`src/rtl/baud_pkg.sv`:
```
package baud_pkg;

    localparam int BYTE_W = 8;
    localparam int HI_FIELD_W = 5;

    typedef enum logic {
        SEL_HI = 1'b0,
        SEL_LO = 1'b1
    } reg_sel_e;

    typedef struct packed {
        logic                  rsv7;
        logic                  edge_ie;
        logic                  rsv5;
        logic [HI_FIELD_W-1:0] div_hi;
    } hi_reg_t;

    function automatic logic [BYTE_W-1:0] pack_hi(input logic ie,
                                                  input logic [HI_FIELD_W-1:0] hi);
        hi_reg_t r;
        r.rsv7    = 1'b0;
        r.edge_ie = ie;
        r.rsv5    = 1'b0;
        r.div_hi  = hi;
        return r;
    endfunction

endpackage

```
`src/rtl/baud_div_regs.sv`:
```
module baud_div_regs
    import baud_pkg::*;
#(
    parameter int DIV_W = 13,
    parameter logic [7:0] LOW_RESET = 8'h04
) (
    input  logic             clk,
    input  logic             rst,
    input  logic             wr_en,
    input  logic             wr_sel,
    input  logic [7:0]       wr_data,
    input  logic             rd_sel,
    output logic [7:0]       rd_data,
    output logic [DIV_W-1:0] work_div,
    output logic             edge_ie,
    output logic             load
);
    localparam int HI_BITS = DIV_W - BYTE_W;

    hi_reg_t               wr_hi;
    logic [HI_BITS-1:0]    parked_hi;
    logic [HI_FIELD_W-1:0] hi_view;

    assign wr_hi = hi_reg_t'(wr_data);
    assign load  = wr_en && (reg_sel_e'(wr_sel) == SEL_LO);

    always_ff @(posedge clk) begin
        if (rst) begin
            parked_hi <= '0;
            work_div  <= {{HI_BITS{1'b0}}, LOW_RESET};
            edge_ie   <= 1'b0;
        end else if (wr_en) begin
            if (reg_sel_e'(wr_sel) == SEL_HI) begin
                parked_hi <= wr_hi.div_hi[HI_BITS-1:0];
                edge_ie   <= wr_hi.edge_ie;
            end else begin
                work_div  <= {parked_hi, wr_data};
            end
        end
    end

    assign hi_view = HI_FIELD_W'(work_div >> BYTE_W);

    always_comb begin
        if (reg_sel_e'(rd_sel) == SEL_HI)
            rd_data = pack_hi(edge_ie, hi_view);
        else
            rd_data = work_div[BYTE_W-1:0];
    end
endmodule

```
`src/rtl/baud_tick_gen.sv`:
```
module baud_tick_gen #(
    parameter int DIV_W = 13
) (
    input  logic             clk,
    input  logic             rst,
    input  logic             en_req,
    input  logic [DIV_W-1:0] divisor,
    input  logic             load,
    output logic             tick
);
    logic             armed;
    logic [DIV_W-1:0] count;
    logic             running;

    assign running = armed && (divisor != '0);

    always_ff @(posedge clk) begin
        if (rst) armed <= 1'b0;
        else if (en_req) armed <= 1'b1;
    end

    always_ff @(posedge clk) begin
        if (rst || !running || load) begin
            count <= DIV_W'(1);
            tick  <= 1'b0;
        end else if (count == divisor) begin
            count <= DIV_W'(1);
            tick  <= 1'b1;
        end else begin
            count <= count + DIV_W'(1);
            tick  <= 1'b0;
        end
    end
endmodule

```
`src/rtl/baud_divisor_gen.sv`:
```
module baud_divisor_gen #(
    parameter int DIV_W = 13,
    parameter logic [7:0] LOW_RESET = 8'h04
) (
    input  logic       clk,
    input  logic       rst,
    input  logic       wr_en,
    input  logic       wr_sel,
    input  logic [7:0] wr_data,
    input  logic       rd_sel,
    output logic [7:0] rd_data,
    input  logic       rx_enable,
    input  logic       tx_enable,
    input  logic       edge_flag,
    output logic       edge_irq,
    output logic       tick
);
    logic [DIV_W-1:0] work_div;
    logic             edge_ie;
    logic             load;

    baud_div_regs #(.DIV_W(DIV_W), .LOW_RESET(LOW_RESET)) u_regs (
        .clk(clk), .rst(rst), .wr_en(wr_en), .wr_sel(wr_sel),
        .wr_data(wr_data), .rd_sel(rd_sel), .rd_data(rd_data),
        .work_div(work_div), .edge_ie(edge_ie), .load(load)
    );

    baud_tick_gen #(.DIV_W(DIV_W)) u_tick (
        .clk(clk), .rst(rst), .en_req(rx_enable || tx_enable),
        .divisor(work_div), .load(load), .tick(tick)
    );

    assign edge_irq = edge_flag && edge_ie;
endmodule


```
`config.mk`:
```
export PLATFORM = sky130hd
export DESIGN_NAME = baud_divisor_gen
export DESIGN_NICKNAME = d
export VERILOG_FILES = /design/src/rtl/baud_pkg.sv /design/src/rtl/baud_div_regs.sv /design/src/rtl/baud_tick_gen.sv /design/src/rtl/baud_divisor_gen.sv
export SDC_FILE = /design/constraint.sdc
export NUM_CORES = 1
export LEC_CHECK = 0
export ABC_AREA = 1
export BUFFER_PORTS_ARGS = -buffer_cell sky130_fd_sc_hd__buf_2
export CORE_UTILIZATION = 60
export CTS_BUF_LIST = sky130_fd_sc_hd__clkbuf_16
export CTS_CLUSTER_DIAMETER = 200
export DETAILED_ROUTE_END_ITERATION = 12
export GPL_TIMING_DRIVEN = 0
export PLACE_DENSITY_LB_ADDON = 0.05
export SETUP_SLACK_MARGIN = 0.3
export SLEW_MARGIN = 15
export SYNTH_ARGS = -nofsm -noshare
export SYNTH_HDL_FRONTEND = slang
export SYNTH_HIERARCHICAL = 1
export SYNTH_SLANG_ARGS = --single-unit
```
`constraint.sdc`:
```
create_clock -name clk -period 3 [get_ports clk]
set_input_delay 0.3 -clock clk [delete_from_list [all_inputs] [get_ports clk]]
set_output_delay 0.3 -clock clk [all_outputs]
set_load 0.02 [all_outputs]
```
# Yosys cells after proc, flatten, opt, wreduce, memory -nomap -nowiden
# Index checks and enable logic that the tools add are counted.
[word_totals]
ff_bits = 34
input_bits = 16
[op_classes]
add_sub_neg = 1
eq_ne = 1
n_mux = 2
bitwise = 1
reduce_logical = 11
[ops]
columns = ["cell", "n"]
rows = [
  ["$add 13x1->13 const B", 1],
  ["$eq 13x13->1", 1],
  ["$reduce_bool 13->1", 1],
  ["$mux 8", 1],
  ["$reduce_and 2->1", 2],
  ["$logic_and 1x1->1", 3],
  ["$logic_or 1x1->1", 3],
  ["$reduce_or 2->1", 1],
  ["$logic_not 1->1", 1],
  ["$mux 1", 1],
  ["$not 1->1", 1],
]

# Depth between registers and ports, before layout
# Gate-level depths: netlist of the first run.
[depth]
ltp_word = 6
depth_mapped = 10

# Modules after synthesis
# The synthesis of the first run kept the hierarchy.
[modules_own_cells]
columns = ["mod", "instances", "cells_per_inst", "area_each_um2", "seq_area_each_um2"]
rows = [
  ["baud_tick_gen", 1, 159, 947.2, 300.3],
  ["baud_div_regs", 1, 121, 832.0, 380.4],
  ["baud_divisor_gen", 1, 5, 18.8, 0.0],
]

# Least setup slack after synthesis of the first run
# OpenSTA, ideal clock, no wires.
[synth_path]
kind = "input to register"
from = "input wr_en"
to = "register u_tick.count[6]"
setup_ps = 64
arrival_time_ps = 1314
t_required_ps = 2936
slack_ps = 1622
path_stages = 10
n_path_buf = 3
cell_sequence = "buf_4 > nand2_4 > inv_4 > buf_8 > nor2_1 > nand2_1 > a21oi_1 > nand2_2 > buf_6 > nor2_1"
[synth_between]
elab_chain_len = 3
[synth_rtl]
columns = ["item", "line", "text"]
rows = [
  ["start, declared", "baud_divisor_gen.sv:7", "input logic wr_en,"],
  ["$logic_and 1x1->1", "baud_div_regs.sv:25", "assign load = wr_en && (reg_sel_e'(wr_sel) == SEL_LO);"],
  ["via load", "baud_divisor_gen.sv:20", "logic load;"],
  ["$logic_or 1x1->1", "baud_tick_gen.sv:23", "if (rst || !running || load) begin"],
  ["$reduce_or 2->1 (no source line)", "--", ""],
  ["end signal, assigned", "baud_tick_gen.sv:30", "count <= count + DIV_W'(1);"],
  ["end, declared", "baud_tick_gen.sv:12", "logic [DIV_W-1:0] count;"],
]
# The timed path passes the listed nets, and every way through them passes these cells.
# A chain may end at the register's enable or synchronous reset.

# Final worst setup path of the first run
[layout_path]
from = "register u_tick.count[0]"
to = "register u_tick.count[10]"
[layout_between]
elab_chain_len = 2
[layout_rtl]
columns = ["item"]
rows = [
  ["parallel branches: the longest is 2 deep, another holds $add 13x1->13"],
]
# Several ways; the timed one is not identified.

==> summary by stage, run 1 <==
Synth
The mapped netlist covers 1798 sq um. The most area-hungry cell type in the Yosys netlist is sky130_fd_sc_hd__dfxtp_1. The post-synthesis cell type count is 24. The fraction of the mapped netlist area in compound gates is 5.567%.

After synthesis, flip-flops and latches occupy 37.86% of the total area. The area fraction in and, or, nand and nor cells after synthesis is 36.53%. The average size of a mapped cell is 6.309 sq um. The adder-cell share of the synthesized area is 0.6959%. The count of flip-flops with a built-in enable after synthesis is 0. The combinational family with the most area after synthesis is simple AND/OR/NAND/NOR gates. Yosys attributes the largest share of cell area to sky130_fd_sc_hd__dfxtp_1, sky130_fd_sc_hd__nand2_1, sky130_fd_sc_hd__nor2_1. Counting every instance in the synthesized netlist gives 285.

sky130_fd_sc_hd__nand2_1 is the most common cell in the netlist. Measured against the total synthesized area, the mux share comes to 0%. The most frequently used flop master after synthesis is sky130_fd_sc_hd__dfxtp_1. The post-synth net total is 302.

The number of warnings issued by yosys is 6. The synthesized netlist devotes 4.871% of its cell area to XOR and XNOR gates. The proportion of netlist area held by the largest area contributor is 37.86%. In the synthesized netlist, the cells that appear most often are sky130_fd_sc_hd__nand2_1, sky130_fd_sc_hd__nor2_1, sky130_fd_sc_hd__inv_1. Of all flip-flops after synthesis, the portion carrying an async set or reset was 0%. The flop and latch count out of synthesis is 34.

Route
The detail route stage leaves a number of antenna-violating nets equal to 0. In the final routed layout, each cell accounts on average for 10.79 um. The total via count in the routed design is 1683. In the routed layout, each cell is associated on average with a via count of 4.850. In the routed design, unresolved DRC markers number 0. The detailed router's first-iteration violation count is 87. The overall routed net length is 3744 um. The pre-antenna-repair detailed-routing pass consisted of 4 iterations.

Placement
The estimated wirelength of the detail-placed design is 2891 um. The congestion estimate from routability-driven global placement came to 0.8447. In this run the tool buffered the top-level ports with 24 buffer cells.

CTS
TritonCTS built the clock tree. The H-tree was split into 2 levels. For the worst-skew pair, the clock arrives at the later sink with an insertion delay of 0.28 ns. The clock slew seen by the registers of the worst setup and hold paths is 0.05 ns. After clock tree synthesis, the repair step resized 0 gates. The buffer cell driving the clock tree root is sky130_fd_sc_hd__clkbuf_16.

The number of buffers inserted by post-CTS setup repair is 0. The number of buffers added by the clock tree synthesis step is 5. The number of hold buffers added after CTS was 0.

The maximum clock insertion buffer count is 2. The clock net in this run drives a total of 34 sinks.

Setup path
The most numerous cell type found on the critical path is sky130_fd_sc_hd__nor2_1. The worst register-to-register path ends at u_tick/count[10]. The destination of the critical timing path is u_tick/count[10].

STA classifies the critical path startpoint as a register. The critical path is of the register to register type. The data arrival time of the critical path is 1.65 ns. The signal on the critical path passes through ha_1 > nand3_1 > nor2_1 > nand2_1 > xor2_1 > inv_1 > nor2_1. The buffer and inverter count on the worst path is 1.

The cell count of the worst reg-to-reg path is 7. The critical path startpoint is u_tick/count[0]. Of all nets on the critical path, the largest fanout is 5.

The data required time of the critical path is 3.21 ns. The largest single stage delay on the critical path is 0.43 ns. Broken down by cell family, the worst path's largest delay share belongs to simple AND/OR/NAND/NOR gates. The worst setup path is captured at a register. The startpoint identified for the worst register-to-register timing path is u_tick/count[0].

The largest individual stage delay along the critical path comes from the cell sky130_fd_sc_hd__dfxtp_1. Setup slack on the worst reg-to-reg path comes out at 1.57 ns. The instance count on the critical path is 7.

STA
Setup repair after global routing left no endpoint under its margin. The fmax is 0.6974 GHz. The transition time of the tightest slew-check pin is 0.2626 ns. The final number of hold-violating endpoints came to 0.

The post-route clock skew is 0.003619 ns. In the finished design, the share of the clock period the worst path needs comes to 47.80%. The worst max-slew margin expressed relative to the limit is 82.47%. The routed design could run at a clock period as short as 1.434 ns. The max-slew violation count is 0. Setup violations remaining at the end of the flow were counted as 0. The accumulated negative setup slack is 0 ns.

GRT
The combined global-route utilization of all metal layers is 26.96%. The number of global-route vias before repair is 1573. The number of antenna violations at the first check in global routing is 0. After global routing the overflow that remains totals 0. Entering global routing, the biggest net connects 11 pins. The global-route wire length before repair is 6561 um.

Run
The total of max-cap violations is 0.

Floorplanning
Once the floorplan was initialized, standard cells occupied 64.09% of the core. The number of core rows is 19. The number of top-level pins is 26. The core region is 2805 sq um. The overall die width is 56.74 um. The die height is 56.74 um.

The die covers 3219 sq um.

Finish
The net count of the finished layout is 333. The antenna cell count is 0. The area added between synthesis and finish is 16.35%. Cells with a size suffix above 1 make up 15.82% of the layout.

Power and ir drop
The total power divided by cell area is 522.9 nW/um^2. The total power draw is 1.094 mW. The maximum ir drop on the vdd rail is 0.0004595 V. The leakage power of the design is 1.014 nW.

Outcome
The run finished with clean final reports.

Worst hold path
The cell depth of the worst min-delay path is 2. The worst hold path belongs to the class primary input to register.
-- worst register-to-register path: cells and delay by family, from the launching register on --
family | cells | cell delay [ns]
XOR/XNOR | 1 | 0.13
adder cells (fa/ha/maj) | 1 | 0.22
buffers and inverters | 1 | 0.05
flip-flops | 1 | 0.43
AND/OR/NAND/NOR | 4 | 0.55
-- metrics by stage --
stage	cell area, sq um	setup slack [ns]	utilization [%]	std cells	hold WS (ns)
floorplan	1798	1.622	-	285	0.3724
global placement	1957	1.491	69.76	340	0.4500
detailed placement	1957	1.478	69.76	340	0.4754
CTS	2092	1.552	74.58	347	0.2194
global route	2092	1.372	74.58	347	0.2282
finish	2092	1.566	74.58	347	0.2314
-- cells in the final DEF (no fill, tap or decap), drive strengths merged --
cell,instances
a21oi,1
nand3,15
xnor2,2
nand2,73
clkinv,2
nand4,2
buf,30
dfxtp,34
xor2,8
nor2,65
ha,1
nor3,4
clkbuf,5
inv,54
and2b,1
o21ai,19
-- logic make-up after synthesis --
| logic type | after synthesis |
|---|---|
| xor+xnor | 10 |
| buf+inv | 60 |
| flops | 34 |
| fa+ha+maj | 1 |
| simple gates | 160 |
| compound gates | 20 |
-- worst min path at each step --
stage	end	slack (ns)	from
after detailed placement	u_regs/parked_hi[4]	0.48	u_regs/parked_hi[4]
after CTS	u_tick/armed	0.22	rst
after floorplan	u_tick/armed	0.37	rst
after global routing	u_tick/armed	0.23	rst
final	u_tick/armed	0.23	rst
after global placement	u_tick/armed	0.45	u_tick/armed
-- flip-flops by register name, summed over array words and instances, names as in the netlist --
name              count
u_regs/parked_hi      5
u_regs/work_div      13
u_tick/armed          1
u_tick/tick           1
u_tick/count         13
u_regs/edge_ie        1
-- final cells by class --
| type | count | area [sq um] |
|---|---|---|
| clock buffer | 5 | 125.1 |
| timing repair buffer | 24 | 120.1 |
| buffer | 6 | 55.05 |
| tap | 31 | 38.79 |
| multi-input combinational | 191 | 857.1 |
| fill | 243 | 713.2 |
| sequential | 34 | 680.7 |
| inverter | 54 | 205.2 |
| clock inverter | 2 | 10.01 |
-- power by group --
| part | internal (mW) | leakage, nW | switching [mW] | total (mW) |
|---|---|---|---|---|
| clock network | 0.298 | 0.0694 | 0.170 | 0.469 |
| registers | 0.472 | 0.278 | 0.0189 | 0.491 |
| logic | 0.0533 | 0.667 | 0.0807 | 0.134 |
-- per-layer routing --
| metal | vias up | GRT usage [%] | part of all wire (%) |
|---|---|---|---|
| li1 | 909 | - | - |
| met1 | 737 | 29.39 | 42 |
| met2 | 31 | 48.13 | 52 |
| met3 | 6 | 8.986 | 4.9 |
| met4 | 0 | 10.10 | 1.4 |
| met5 | - | 0 | 0 |
Power figures use the tool's default switching activity.
==> inputs of run 2 (changes only) <==
--- a/config.mk
+++ b/config.mk
@@ -7,7 +7,7 @@
 export LEC_CHECK = 0
 export ABC_AREA = 1
 export BUFFER_PORTS_ARGS = -buffer_cell sky130_fd_sc_hd__buf_2
-export CORE_UTILIZATION = 60
+export CORE_UTILIZATION = 56
 export CTS_BUF_LIST = sky130_fd_sc_hd__clkbuf_16
 export CTS_CLUSTER_DIAMETER = 200
 export DETAILED_ROUTE_END_ITERATION = 12
==> constraint.sdc (replaced) <==
create_clock -name clk -period 1.5 [get_ports clk]
set_input_delay 0.15 -clock clk [delete_from_list [all_inputs] [get_ports clk]]
set_output_delay 0.15 -clock clk [all_outputs]
set_load 0.02 [all_outputs]
==> summary by stage, run 2 (synthesis results as in run 1) <==
Outcome
Run status: finished clean (unchanged).

CTS
The clock sink count is 34 (unchanged). The CTS tree is built (unchanged). The clock slew seen by the registers of the worst setup and hold paths is 0.05 ns (about the same). The number of buffers added by the clock tree synthesis step is 5 (unchanged). The buffer cell driving the clock tree root is sky130_fd_sc_hd__clkbuf_16 (unchanged). The maximum clock insertion buffer count is 2 (unchanged). The H-tree depth reported by CTS was 2 (unchanged). The latest clock arrival within the worst-skew pair was 0.27 ns (was 0.28 ns).

The count of hold buffers inserted by post-cts repair is 0 (unchanged).

Finish
Registers with the most flip-flops: u_regs/work_div (13), u_tick/count (13), u_regs/parked_hi (5) (unchanged). Most frequent cells in the layout: sky130_fd_sc_hd__nand2_1, sky130_fd_sc_hd__nor2_1, sky130_fd_sc_hd__inv_1, sky130_fd_sc_hd__buf_2 (was sky130_fd_sc_hd__nand2_1, sky130_fd_sc_hd__nor2_1, sky130_fd_sc_hd__inv_1, sky130_fd_sc_hd__dfxtp_1, sky130_fd_sc_hd__buf_2). The area added between synthesis and finish is 26.37% (was 16.35%). The net count of the finished layout is 338 (was 333). The register area came to 729.5 sq um (was 680.7 sq um). The most frequent standard cell in the layout excluding fill and tap cells was sky130_fd_sc_hd__nand2_1 (unchanged). The layout cell share with drive strength beyond 1 is 30.53% (was 15.82%).

The area occupied by multi-input gates is 924.6 sq um (was 857.1 sq um). The antenna cell count was 0 (unchanged). The share of the core filled with cells in the final layout is 74.43% (was 74.58%). The post-layout instance area came to 2272 sq um (was 2092 sq um).

The number of standard cells in the layout, taps in and fillers out is 365 (was 347). The count of filler cells inserted in the layout is 273 (was 243).

STA
The post-route clock skew came to 0.004625 ns (was 0.003619 ns). The fmax is 0.7749 GHz (was 0.6974 GHz). The transition time of the tightest slew-check pin is 0.2607 ns (was 0.2626 ns). The worst max-slew margin expressed relative to the limit came to 82.60% (was 82.47%). The worst setup margin is 0.2095 ns (was 1.566 ns). The post-layout minimum cycle time is 1.290 ns (was 1.434 ns). The accumulated negative setup slack is 0 ns (unchanged). The max-slew violation count is 0 (unchanged).

The total of endpoints with negative setup slack in the final report is 0 (unchanged). RSZ-0062 raised after global routing: true (was false). The final period utilization is 86.03% (was 47.80%).

The final number of hold-violating endpoints came to 0 (unchanged).

Route
The ratio of routed vias to standard cells is 4.630 (was 4.850). The remaining number of nets flagged by the antenna check after routing is 0 (unchanged). The routed length per placed instance came to 10.73 um (was 10.79 um). The number of detailed-routing iterations run before antenna repair came to 4 (unchanged). The overall routed net length is 3916 um (was 3744 um). The count of unresolved DRC violations after routing is 0 (unchanged). The total via count in the routed design is 1690 (was 1683).

The detailed router's first-iteration violation count is 101 (was 87).

Setup path
The reg-to-reg endpoint is u_tick/count[2] (was u_tick/count[10]). The type of destination of the critical path is a register (unchanged). The startpoint-to-endpoint class of the critical path is register to register (unchanged). The worst-case register-to-register setup slack is 0.21 ns (was 1.57 ns). The cell count of the worst reg-to-reg path came to 10 (was 7). The highest fanout seen on the critical path came to 5 (unchanged). The source of the worst register-to-register timing path is u_tick/count[7] (was u_tick/count[0]).

The data arrival time of the critical path is 1.45 ns (was 1.65 ns). The type of element launching the critical path is a register (unchanged). The data required time of the critical path is 1.66 ns (was 3.21 ns).

Worst hold path
The hold path startpoint is rst (unchanged). The cell depth of the worst min-delay path is 2 (unchanged). The class of the worst hold path is primary input to register (unchanged). The hold path endpoint was u_tick/armed (unchanged).

GRT
The combined global-route utilization of all metal layers is 25.44% (was 26.96%). The pin count of the biggest net entering global routing is 11 (unchanged). The residual overflow from global routing is 0 (unchanged).

The number of antenna violations at the first check in global routing is 0 (unchanged). The number of global-route vias before repair was 1567 (was 1573). The global-route wire length before repair came to 6568 um (was 6561 um).

Placement
The number of buffer cells added on primary ports is 24 (unchanged). The pre-CTS setup slack is 0.1118 ns (was 1.478 ns). The standard cell area after detailed placement came to 1987 sq um (was 1957 sq um). The total placed cells including tap cells was 353 (was 340).

The routability congestion estimate is 0.8355 (was 0.8447). The estimated wirelength of the detail-placed design is 2876 um (was 2891 um).

Power and ir drop
The switching share of total power is 24.93% (was 24.66%). The combinational share of power is 13.2% (was 12.3%). The maximum ir drop on the vdd rail came to 0.0007683 V (was 0.0004595 V). The switching power is 0.5519 mW (was 0.2698 mW).

The share of total power in the clock network is 42.4% (was 42.8%). The internal cell power was 1.662 mW (was 0.8241 mW). The total power divided by cell area is 974.5 nW/um^2 (was 522.9 nW/um^2).

The leakage power of the design is 1.068 nW (was 1.014 nW). The power share of the sequential group came to 44.4% (was 44.9%).

Floorplanning
The initial core utilization is 58.89% (was 64.09%). The die height was 58.66 um (was 56.74 um). The area enclosed by the die boundary is 3441 sq um (was 3219 sq um). The number of top-level pins was 26 (unchanged).

The area of the placeable core is 3053 sq um (was 2805 sq um). The number of core rows was 20 (was 19). The overall die width is 58.66 um (was 56.74 um).

Run
The total of max-cap violations is 0 (unchanged).
## run 2: routing by layer
layer | up-vias | share of wire (%) | global-route usage (%)
li1 | 922 | - | -
met3 | 7 | 2.3 | 4.835
met5 | - | 0 | 0
met2 | 19 | 52 | 44.99
met4 | 0 | 1.6 | 12.93
met1 | 742 | 44 | 29.20
## run 2: area by class of cell
class                   instances  area share [%]
multi-input cells             191           40.69
flip-flops and latches         34           32.10
inverters                      54           9.031
repair buffers                 29           7.379
clock buffers                   5           5.507
plain buffers                   6           2.423
well taps                      44           2.423
clock inverters                 2          0.4405
## run 2: worst max-delay path, cell delays in order (launching register included)
cell and delay (ns):
sky130_fd_sc_hd__dfxtp_2 0.35, sky130_fd_sc_hd__inv_1 0.07, sky130_fd_sc_hd__nand2_1 0.06, sky130_fd_sc_hd__nand2_1 0.05
sky130_fd_sc_hd__nor2_1 0.12, sky130_fd_sc_hd__nand2_1 0.08, sky130_fd_sc_hd__nor2_2 0.11, sky130_fd_sc_hd__nand2_2 0.08
sky130_fd_sc_hd__nand2_4 0.09, sky130_fd_sc_hd__buf_6 0.13, sky130_fd_sc_hd__nor2_1 0.04
## run 2: per-stage QoR
| step | total power [mW] | hold slack, ns |
|---|---|---|
| 3_5_place_dp | 1.267 | 0.3625 |
| 3_3_place_gp | 1.261 | 0.3526 |
| 6_report | 2.214 | 0.08566 |
| 4_1_cts | 2.232 | 0.07240 |
| 2_1_floorplan | 1.186 | 0.2224 |
| 5_1_grt | 2.324 | 0.08773 |
## run 2: power groups by stage
stage / Clock (mW) / Combinational [mW] / Sequential, mW
after floorplan: 0 / 0.198 / 0.989
after global placement: 0 / 0.262 / 1.00
after detailed placement: 0 / 0.266 / 1.00
after CTS: 0.961 / 0.285 / 0.986
after global routing: 1.00 / 0.332 / 0.988
final: 0.939 / 0.292 / 0.984
## run 2: what timing repair did
action / 4_1_cts / 5_1_grt
gates cloned: 1 / 0
buffers inserted: 2 / 2
setup endpoints to repair: 16 / 18
gates resized for setup: 35 / 23
pin swaps: 3 / 11
## run 2: worst max-delay path by stage
stage	from	end	slack, ns	cells past startpoint
after floorplan	u_tick/count[0]	u_tick/count[10]	0.30	7
after global placement	u_tick/count[0]	u_tick/count[10]	0.12	7
after detailed placement	u_tick/count[0]	u_tick/count[10]	0.11	7
after CTS	u_regs/work_div[6]	u_tick/count[6]	0.27	10
after global routing	u_tick/count[11]	u_tick/count[6]	0.14	10
final	u_tick/count[7]	u_tick/count[2]	0.21	10
